## config.mk

```make
export PLATFORM = sky130hd
export DESIGN_NAME = insn_ctl_decoder
export DESIGN_NICKNAME = d
export VERILOG_FILES = /design/src/rtl/insn_ctl_pkg.sv /design/src/rtl/ictl_main_dec.sv /design/src/rtl/ictl_alu_dec.sv /design/src/rtl/ictl_out_reg.sv /design/src/rtl/insn_ctl_decoder.sv
export SDC_FILE = /design/constraint.sdc
export NUM_CORES = 1
export LEC_CHECK = 0
export BUFFER_PORTS_ARGS = -buffer_cell sky130_fd_sc_hd__buf_2
export CAP_MARGIN = 20
export CORE_AREA = 2 2 39 41
export CTS_CLUSTER_DIAMETER = 150
export DETAILED_ROUTE_END_ITERATION = 7
export DIE_AREA = 0 0 41 43
export PLACE_DENSITY = 0.75
export SYNTH_ARGS = -nofsm -noshare
export SYNTH_HDL_FRONTEND = slang
export SYNTH_SLANG_ARGS = --single-unit
```

## constraint.sdc

```tcl
create_clock -name clk -period 1.4 [get_ports clk]
set_input_delay 0.14 -clock clk [delete_from_list [all_inputs] [get_ports clk]]
set_output_delay 0.14 -clock clk [all_outputs]
set_load 0.01 [all_outputs]
```

## src/rtl/insn_ctl_pkg.sv

```systemverilog
package insn_ctl_pkg;

  typedef enum logic [1:0] {
    AOP_ADD   = 2'b00,
    AOP_SUB   = 2'b01,
    AOP_FUNCT = 2'b10
  } aop_e;

  typedef struct packed {
    logic dst_rd;
    logic alu_imm;
    logic wb_mem;
    logic rf_we;
    logic mem_rd;
    logic mem_we;
    logic branch;
    logic jump;
  } main_ctl_t;

  localparam logic [5:0] OPC_RTYPE = 6'd0;
  localparam logic [5:0] OPC_LOAD  = 6'd35;
  localparam logic [5:0] OPC_STORE = 6'd43;
  localparam logic [5:0] OPC_BEQ   = 6'd4;
  localparam logic [5:0] OPC_JUMP  = 6'd2;

  localparam logic [3:0] FN_ADD = 4'b0000;
  localparam logic [3:0] FN_SUB = 4'b0010;
  localparam logic [3:0] FN_AND = 4'b0100;
  localparam logic [3:0] FN_OR  = 4'b0101;
  localparam logic [3:0] FN_SLT = 4'b1010;

  localparam logic [2:0] ALU_AND = 3'b000;
  localparam logic [2:0] ALU_OR  = 3'b001;
  localparam logic [2:0] ALU_ADD = 3'b010;
  localparam logic [2:0] ALU_SUB = 3'b110;
  localparam logic [2:0] ALU_SLT = 3'b111;

endpackage

```

## src/rtl/ictl_main_dec.sv

```systemverilog
module ictl_main_dec
  import insn_ctl_pkg::*;
#(
  parameter int OPC_W = 6
) (
  input  logic [OPC_W-1:0] opc,
  output main_ctl_t        ctl,
  output aop_e             aop
);

  always_comb begin
    ctl = '0;
    aop = AOP_ADD;
    case (opc)
      OPC_RTYPE: begin
        ctl.dst_rd = 1'b1;
        ctl.rf_we  = 1'b1;
        aop        = AOP_FUNCT;
      end
      OPC_LOAD: begin
        ctl.alu_imm = 1'b1;
        ctl.wb_mem  = 1'b1;
        ctl.rf_we   = 1'b1;
        ctl.mem_rd  = 1'b1;
      end
      OPC_STORE: begin
        ctl.alu_imm = 1'b1;
        ctl.mem_we  = 1'b1;
      end
      OPC_BEQ: begin
        ctl.branch = 1'b1;
        aop        = AOP_SUB;
      end
      OPC_JUMP: begin
        ctl.jump = 1'b1;
      end
      default: begin
        ctl = '0;
        aop = AOP_ADD;
      end
    endcase
  end

endmodule

```

## src/rtl/ictl_alu_dec.sv

```systemverilog
module ictl_alu_dec
  import insn_ctl_pkg::*;
#(
  parameter int FN_SEL_W = 4,
  parameter int ALU_W    = 3
) (
  input  aop_e                aop,
  input  logic [FN_SEL_W-1:0] fn_lo,
  output logic [ALU_W-1:0]    alu_op
);

  logic [ALU_W-1:0] fn_code;

  always_comb begin
    case (fn_lo)
      FN_ADD:  fn_code = ALU_W'(ALU_ADD);
      FN_SUB:  fn_code = ALU_W'(ALU_SUB);
      FN_AND:  fn_code = ALU_W'(ALU_AND);
      FN_OR:   fn_code = ALU_W'(ALU_OR);
      FN_SLT:  fn_code = ALU_W'(ALU_SLT);
      default: fn_code = ALU_W'(ALU_ADD);
    endcase
  end

  // Low class bit wins: class 11 never arrives and is folded into subtract.
  always_comb begin
    if (aop[0])      alu_op = ALU_W'(ALU_SUB);
    else if (aop[1]) alu_op = fn_code;
    else             alu_op = ALU_W'(ALU_ADD);
  end

endmodule

```

## src/rtl/ictl_out_reg.sv

```systemverilog
module ictl_out_reg #(
  parameter int W = 8
) (
  input  logic         clk,
  input  logic         rst,
  input  logic [W-1:0] d,
  output logic [W-1:0] q
);

  always_ff @(posedge clk) begin
    if (rst) q <= '0;
    else     q <= d;
  end

endmodule

```

## src/rtl/insn_ctl_decoder.sv

```systemverilog
module insn_ctl_decoder
  import insn_ctl_pkg::*;
#(
  parameter int INSN_W = 32,
  parameter int OPC_W  = 6,
  parameter int FN_W   = 6,
  parameter int ALU_W  = 3
) (
  input  logic              clk,
  input  logic              rst,
  input  logic [INSN_W-1:0] insn,
  output logic              dst_sel_rd,
  output logic              alu_src_imm,
  output logic              wb_sel_mem,
  output logic              reg_wr_en,
  output logic              mem_rd_en,
  output logic              mem_wr_en,
  output logic              branch_flag,
  output logic              jump_flag,
  output logic [ALU_W-1:0]  alu_ctl
);

  localparam int OPC_LSB  = INSN_W - OPC_W;
  localparam int FN_SEL_W = FN_W - 2;
  localparam int MAIN_W   = $bits(main_ctl_t);
  localparam int CTL_W    = MAIN_W + ALU_W;

  logic [OPC_W-1:0]    opc;
  logic [FN_SEL_W-1:0] fn_lo;
  main_ctl_t           main_ctl;
  aop_e                aop;
  logic [ALU_W-1:0]    alu_nxt;
  logic [CTL_W-1:0]    ctl_d;
  logic [CTL_W-1:0]    ctl_q;
  main_ctl_t           main_q;

  assign opc   = insn[OPC_LSB +: OPC_W];
  assign fn_lo = insn[FN_SEL_W-1:0];

  ictl_main_dec #(.OPC_W(OPC_W)) main_i (
    .opc (opc),
    .ctl (main_ctl),
    .aop (aop)
  );

  ictl_alu_dec #(.FN_SEL_W(FN_SEL_W), .ALU_W(ALU_W)) alu_i (
    .aop    (aop),
    .fn_lo  (fn_lo),
    .alu_op (alu_nxt)
  );

  assign ctl_d = {main_ctl, alu_nxt};

  ictl_out_reg #(.W(CTL_W)) oreg_i (
    .clk (clk),
    .rst (rst),
    .d   (ctl_d),
    .q   (ctl_q)
  );

  assign main_q      = main_ctl_t'(ctl_q[CTL_W-1:ALU_W]);
  assign alu_ctl     = ctl_q[ALU_W-1:0];
  assign dst_sel_rd  = main_q.dst_rd;
  assign alu_src_imm = main_q.alu_imm;
  assign wb_sel_mem  = main_q.wb_mem;
  assign reg_wr_en   = main_q.rf_we;
  assign mem_rd_en   = main_q.mem_rd;
  assign mem_wr_en   = main_q.mem_we;
  assign branch_flag = main_q.branch;
  assign jump_flag   = main_q.jump;

endmodule

```

==> metrics.txt, run 1 <==
outcome=finished, final reports clean; buffers inserted by post-CTS timing repair=0; unrepaired setup endpoints after global routing=no; CTS buffer count=3; largest register by flop count=oreg_i.q; Worst Setup Path Type=input port to flip-flop; LEAKAGE=0.248 nW; vias in the first global route=280; period utilisation layout=76.1%; Core Box Area=0.00138 mm^2; Detailed Route WL=660 um; number of warning messages in the yosys log=0; Initial DRT Pass Iterations=4; number of rows created at floorplan=14; CTS tree=built; Die Y=43 um; initial detailed-routing violation count=3; H-Tree Level Count=1; Seq/Total Area, Yosys=57.8%; min Tclk post-route=1.06 ns; netlist area before placement=347 um^2; synthesized instance count=34; setup total negative slack=0 ns; number of flip-flops under the largest register name=10; type of element launching the critical path=input port; number of pins with negative max-slew slack in the final report=0; net count after synthesis=68; Worst Setup Slack, final=0.335 ns; number of antenna violations at the first check in global routing=0; PostCTS Resize Cnt=0; Seq cells post-synth=10; share of the core filled with cells=35.3%; endpoints failing hold=0; worst hold-check path type=input port to flip-flop; maximum number of pins on one net before global-route repair=9; Antenna Nets Post-Route=0; initial cell density of the core=25.0%; most used cells in the layout excluding fill and tap cells=buf_2 (22), dfxtp_1 (10), nor2_1 (5), clkbuf_4 (3); Post-Syn Area per Cell=10.2 um^2; synth-to-layout area growth=40.8%; weighted congestion at the end of routability-driven global placement=0.754; chip width=41 um; Die Outline Area=0.00176 mm^2; Boundary Pins=45; drt drc=0; max capacitance violation total=0; global-route wire length before repair=1.08 mm; residual overflow from global routing=0; worst setup timing slack at the placement stage=0.0702 ns; power per standard cell area=1040 mW/mm^2; largest registers=oreg_i.q x10; Critical Path AT=1.25 ns; clk buf depth=2; drt via density=4.40; Clk Tree Root Cell=clkbuf_4; Final Net Count=93; layout cell share with drive strength beyond 1=49.1%; Worst Path Required=1.58 ns; half-perimeter wire length after placement=533 um; Least-Margin Pin Slew=0.298 ns; CP Max Fanout=5; GR Util All Layers=9.78%; clock sink count=10; maximum vdd drop=0.285 mV; hold_buf cts=0; worst slew slack as a fraction of its limit=79.9%; most frequent standard cell in the layout excluding fill and tap cells=buf_2; Routed wire per std cell=9.04 um; Vias=321; clock input transition at the sequential cells of the worst setup and hold paths=0.06 ns; antenna diode instance count=0; endpoint class of the critical path=flip-flop; post-synthesis cell type count=19; Setup violations, final=0; highest achievable clock rate=0.939 GHz; buffers added on ports=22
-- routing by layer --
metal / wire, um / GRT usage, % / up-vias / share of wire (%)
li1: - / - / 166 / -
met2: 285 / 12.8 / 17 / 43
met1: 291 / 10.4 / 136 / 44
met3: 63 / 3.14 / 2 / 9.5
met5: 0 / 0 / - / 0
met4: 19 / 12.0 / 0 / 2.9
-- critical path, stage by stage --
cell and delay, ns:
buf_2 0.11, or3_4 0.38, or4_4 0.47, nor3_2 0.15
-- report_power, final --
group / leakage [nW] / internal [mW] / switching [mW]
Clock: 0.0138 / 0.0982 / 0.0798
Sequential: 0.0810 / 0.288 / 0.000581
Combinational: 0.153 / 0.0210 / 0.0225
-- through the flow --
stage / instance area, um^2 / hold slack, ns / cells / power (mW)
5_1_grt: 488 / 0.0676 / 73 / 0.538
3_3_place_gp: 465 / 0.324 / 70 / 0.337
4_1_cts: 488 / 0.0572 / 73 / 0.517
6_report: 488 / 0.0652 / 73 / 0.510
2_1_floorplan: 347 / 0.209 / 34 / 0.312
3_5_place_dp: 465 / 0.329 / 70 / 0.338
-- cells in the mapped netlist, drive strengths merged --
| library cell | number | share of area, % |
|---|---|---|
| dfxtp | 10 | 58 |
| a21oi | 2 | 2.9 |
| or4 | 2 | 5.4 |
| nor4b | 1 | 2.5 |
| and2 | 1 | 1.8 |
| nor3 | 2 | 4.3 |
| a31oi | 1 | 1.8 |
| inv | 2 | 2.2 |
| buf | 1 | 2.2 |
| nor2 | 5 | 5.4 |
| clkbuf | 1 | 1.1 |
| or3 | 1 | 3.2 |
| o22ai | 1 | 1.8 |
| nand2 | 1 | 1.1 |
| nand2b | 1 | 1.8 |
| nor4bb | 1 | 2.9 |
| nor4 | 1 | 1.8 |
-- path summary, 6_finish.rpt --
kind                     start          end  slack [ns]  cells after the start
worst max-delay path  insn[31]  oreg_i.q[0]        0.34                      4
worst min-delay path       rst  oreg_i.q[1]        0.07                      2
-- final cells by class --
class	instances	area, um^2
clock buffer	3	22.5
fill	140	896
inverter	2	7.51
multi-input combinational	20	128
sequential	10	200
tap	16	20.0
timing repair buffer	22	110
-- logic make-up after synthesis --
kind of cell	after synthesis	share of synthesized area, %
flops	10	57.8
simple gates	16	30.3
compound gates	4	6.50
buf+inv	4	5.42
(Power assumes the default switching activity.)
==> inputs of run 2 (changes only) <==
- clock period: 1.4 -> 1.1 ns (I/O delays scaled with it)
==> run 2 against run 1 <==
Worst setup slack lost 0.25 ns. Critical path depth is the same. Cell count grew 5.5%. Worst hold slack lost 0.031 ns. Core utilization grew 2.6 points. Critical endpoint is now oreg_i.q[7]. Via count grew 5.3%. Die area is the same. Clock-buffer cell count grew 1. Design area grew 7.4%.
==> metrics.txt, run 2 (same netlist as run 1, synthesis figures left out) <==
chip width=41 um (unchanged); synth-to-layout area growth=51.3%; power per standard cell area=1460 mW/mm^2 (+39%); unrepaired setup endpoints after global routing=no; Final Net Count=96 (+3.2%); share of the core filled with cells=37.9% (+2.6 points); Worst Path Required=1.29 ns (-0.29 ns); type of element launching the critical path=input port; Worst Setup Slack, final=0.0863 ns (-0.249 ns); Final Non-Filler Cells=77 (+5.5%); initial detailed-routing violation count=10 (+7); weighted congestion at the end of routability-driven global placement=0.800 (+6.1%); antenna diode instance count=0 (unchanged); highest achievable clock rate=0.986 GHz; worst setup timing slack at the placement stage=-0.191 ns (-0.261 ns); drt drc=0 (unchanged); proportion of power drawn by flip-flops and latches=48.0% (-8.6 points); number of flip-flops under the largest register name=10 (unchanged); number of placed cells counting well taps=73 (+4.3%); Core Box Area=0.00138 mm^2 (unchanged); logic gate share of total power=8.4% (about the same); Die Y=43 um (unchanged); vias in the first global route=329 (+18%); buffers inserted by post-CTS timing repair=0 (unchanged); Vias=338 (+5.3%); Routed wire per std cell=10.1 um (+11%); Worst Setup Path Type=input port to flip-flop; most frequent standard cell in the layout excluding fill and tap cells=buf_2; maximum vdd drop=0.389 mV (+37%); Setup violations, final=0 (unchanged); Boundary Pins=45 (unchanged); layout cell share with drive strength beyond 1=52.5% (+3.3 points); max capacitance violation total=0 (unchanged); period utilisation layout=92.2%; CP Max Fanout=5 (unchanged); Die Outline Area=0.00176 mm^2 (unchanged); most used cells in the layout excluding fill and tap cells=buf_2 (22), dfxtp_1 (10), nor2_1 (5), clkbuf_4 (3), buf_4 (3); min Tclk post-route=1.01 ns; clk buf depth=2 (unchanged); sw power=165 uW (+60%); hold_buf cts=0 (unchanged); outcome=finished, final reports clean; H-Tree Level Count=1 (unchanged); number of antenna violations at the first check in global routing=0 (unchanged); residual overflow from global routing=0 (unchanged); Critical Path AT=1.20 ns (-0.05 ns); worst hold-check path type=input port to flip-flop; Clk Tree Root Cell=clkbuf_4; endpoint class of the critical path=flip-flop; largest register by flop count=oreg_i.q; Initial DRT Pass Iterations=3 (-1); clock sink count=10 (unchanged); CTS buffer count=3 (unchanged); number of pins with negative max-slew slack in the final report=0 (unchanged); endpoints failing hold=0 (unchanged); clock input transition at the sequential cells of the worst setup and hold paths=0.07 ns (about the same); Detailed Route WL=776 um (+18%); part of the total power dissipated in the clock network=43.6% (+8.7 points); initial cell density of the core=25.0% (unchanged); maximum number of pins on one net before global-route repair=8 (-1); Int Pwr=600 uW (+47%); half-perimeter wire length after placement=603 um (+13%); global-route wire length before repair=1.32 mm (+23%); LEAKAGE=0.269 nW (+8.5%); Least-Margin Pin Slew=0.285 ns (-0.0125 ns); buffers added on ports=22 (unchanged); worst slew slack as a fraction of its limit=80.7% (+0.85 points); number of rows created at floorplan=14 (unchanged); setup total negative slack=0 ns (unchanged); PostCTS Resize Cnt=0 (unchanged); switching part of the total=21.5% (+1.4 points); CTS tree=built; GR Util All Layers=11.8% (+2.0 points); largest registers=oreg_i.q x10; Antenna Nets Post-Route=0 (unchanged); drt via density=4.39 (-0.17%)
## run 2: cell count changes in the layout (fill, tap and decap cells not counted), sizes merged
cell    change
clkbuf      +1
buf         +3
## run 2: final cells by class
| class | count | area [um^2] |
|---|---|---|
| Timing Repair Buffer | 25 | 133 |
| Clock buffer | 4 | 36.3 |
| Fill cell | 142 | 860 |
| Multi-Input combinational cell | 20 | 128 |
| Inverter | 2 | 7.51 |
| Tap cell | 16 | 20.0 |
| Sequential cell | 10 | 200 |
## run 2: final timing paths
path | cells past startpoint | from | slack (ns) | end
worst min-delay path | 2 | rst | 0.03 | oreg_i.q[1]
worst max-delay path | 4 | insn[31] | 0.09 | oreg_i.q[7]
## run 2: metal layers
layer / share of wire, % / track usage (%) / vias to the layer above
li1: - / - / 171
met1: 41 / 12.3 / 148
met2: 49 / 18.1 / 17
met3: 8.4 / 1.57 / 2
met4: 1.9 / 12.0 / 0
met5: 0 / 0 / -
## run 2: stage by stage
step / hold slack (ns) / instance area (um^2) / total power [mW]
after CTS: 0.0245 / 524 / 0.771
after detailed placement: 0.309 / 488 / 0.439
after global routing: 0.0464 / 524 / 0.790
after global placement: 0.311 / 488 / 0.437
after floorplan: 0.179 / 347 / 0.398
final: 0.0344 / 524 / 0.764
## run 2: critical path, cell delays in order
cell and delay (ns):
buf_2 0.10, or3_4 0.38, or4_4 0.46, o22ai_1 0.15
## run 2: power by group through the flow
stage / Clock [mW] / Combinational, mW / Sequential [mW]
3_5_place_dp: 0 / 0.0636 / 0.375
5_1_grt: 0.350 / 0.0733 / 0.367
4_1_cts: 0.340 / 0.0640 / 0.367
6_report: 0.333 / 0.0640 / 0.367
3_3_place_gp: 0 / 0.0615 / 0.375
2_1_floorplan: 0 / 0.0200 / 0.378
==> inputs of run 3 (changes only) <==
- CTS_BUF_LIST: default -> sky130_fd_sc_hd__clkbuf_16
==> run 3 against run 2 <==
Combinational power barely moved. Cell count is the same. Core utilization grew 3.1 points. Routed wire length down 1.0%. Die area stayed put. Clock-buffer cell count decreased by 1. Total power up 40%. Worst hold slack better by 0.030 ns. Via count up 1.8%. Non-clock buffer count unchanged. Design area rose by 8.1%. Sequential power about the same.
==> metrics.txt, run 3 (same netlist as run 1, synthesis figures left out) <==
outcome=finished, final reports clean; max capacitance violation total=0 (unchanged); largest registers=oreg_i.q x10; clock input transition at the sequential cells of the worst setup and hold paths=0.04 ns (-0.03 ns); Least-Margin Pin Slew=0.285 ns (+0.000374 ns); Antenna Nets Post-Route=0 (unchanged); hold path depth=2 (unchanged); CTS tree=built; endpoints failing hold=0 (unchanged); maximum number of pins on one net before global-route repair=8 (unchanged); initial detailed-routing violation count=2 (-8); Clk Tree Root Cell=clkbuf_16; period utilisation layout=94.8% (+2.6 points); power per standard cell area=1880 mW/mm^2 (+29%); total design power=1.07 mW (+40%); Boundary Pins=45 (unchanged); Worst Setup Path Type=input port to flip-flop; H-Tree Level Count=1 (unchanged); layout cell share with drive strength beyond 1=50.8% (-1.6 points); Critical Path AT=1.21 ns (about the same); PostCTS Resize Cnt=0 (unchanged); largest register by flop count=oreg_i.q; endpoint class of the critical path=flip-flop; Storage cell area=200 um^2 (unchanged); drt via density=4.47 (+1.8%); Placed Area=488 um^2 (unchanged); antenna diode instance count=0 (unchanged); part of the total power dissipated in the clock network=59.4% (+16 points); share of the core filled with cells=41.0% (+3.1 points); most used cells in the layout excluding fill and tap cells=buf_2 (22), dfxtp_1 (10), nor2_1 (5), clkbuf_16 (3), buf_4 (3); chip width=41 um (unchanged); GR Util All Layers=12.2% (+0.40 points); most frequent standard cell in the layout excluding fill and tap cells=buf_2; hold_buf cts=0 (unchanged); logic gate share of total power=6.0% (-2.4 points); vias in the first global route=331 (+0.61%); residual overflow from global routing=0 (unchanged); Die Outline Area=0.00176 mm^2 (unchanged); initial cell density of the core=25.0% (unchanged); worst setup timing slack at the placement stage=-0.191 ns (unchanged); Routed wire per std cell=9.97 um (-1.0%); buffers inserted by post-CTS timing repair=0 (unchanged); Int Pwr=876 uW (+46%); sw power=189 uW (+15%); Worst Path Required=1.27 ns (-0.02 ns); number of antenna violations at the first check in global routing=0 (unchanged); worst slew slack as a fraction of its limit=80.7% (about the same); synth-to-layout area growth=63.5%; unrepaired setup endpoints after global routing=no; half-perimeter wire length after placement=603 um (unchanged); Final Non-Filler Cells=77 (unchanged); Final Cell Area=567 um^2 (+8.1%); proportion of power drawn by flip-flops and latches=34.6% (-13 points); CP Max Fanout=5 (unchanged); Setup violations, final=0 (unchanged); Vias=344 (+1.8%); global-route wire length before repair=1.32 mm (-0.53%); Detailed Route WL=768 um (-1.0%); maximum vdd drop=0.561 mV (+44%); highest achievable clock rate=0.959 GHz (-2.7%); Worst Setup Slack, final=0.0577 ns (-0.0285 ns); weighted congestion at the end of routability-driven global placement=0.800 (unchanged); Initial DRT Pass Iterations=2 (-1); Core Box Area=0.00138 mm^2 (unchanged); clock sink count=10 (unchanged); Die Y=43 um (unchanged); buffers added on ports=22 (unchanged); min Tclk post-route=1.04 ns (+0.0285 ns); number of rows created at floorplan=14 (unchanged); CTS buffer count=3 (unchanged); FILL cells=137 (-3.5%); clk buf depth=2 (unchanged); worst hold-check path type=input port to flip-flop; area occupied by multi-input gates=128 um^2 (unchanged); number of pins with negative max-slew slack in the final report=0 (unchanged); type of element launching the critical path=input port; drt drc=0 (unchanged); Final Net Count=96 (unchanged); switching part of the total=17.8% (-3.8 points); number of placed cells counting well taps=73 (unchanged); number of flip-flops under the largest register name=10 (unchanged); LEAKAGE=0.286 nW (+6.5%)
-- run 3: layout make-up --
type	instances	area share [%]
inverter	2	1.32
multi-input combinational	20	22.5
tap	16	3.53
timing repair buffer	25	23.4
clock inverter	1	0.662
sequential	10	35.3
clock buffer	3	13.2
-- run 3: metrics by stage --
| stage | setup TNS [ns] | hold WS (ns) |
|---|---|---|
| 2_1_floorplan | -0.0703 | 0.179 |
| 3_3_place_gp | -0.682 | 0.311 |
| 3_5_place_dp | -0.819 | 0.309 |
| 4_1_cts | 0 | 0.0645 |
| 5_1_grt | 0 | 0.0862 |
| 6_report | 0 | 0.0640 |
-- run 3: routing by layer --
layer	part of all wire, %	global-route usage (%)
met1	41	12.0
met2	44	17.8
met3	8.6	3.14
met4	6.3	14.0
met5	0	0
-- run 3: power by group through the flow --
stage                     Clock, mW  Combinational [mW]  Sequential [mW]
after floorplan                   0              0.0200            0.378
after global placement            0              0.0615            0.375
after detailed placement          0              0.0636            0.375
after CTS                     0.638              0.0641            0.369
after global routing          0.660              0.0732            0.369
final                         0.633              0.0640            0.369
-- run 3: worst max-delay path, stage by stage --
cell and delay [ns]:
buf_2 0.10, or3_4 0.38, or4_4 0.46, nor3_2 0.15
-- run 3: path summary, 6_finish.rpt --
path	start	to	slack, ns
setup / recovery	insn[31]	oreg_i.q[0]	0.06
hold / removal	rst	oreg_i.q[1]	0.06
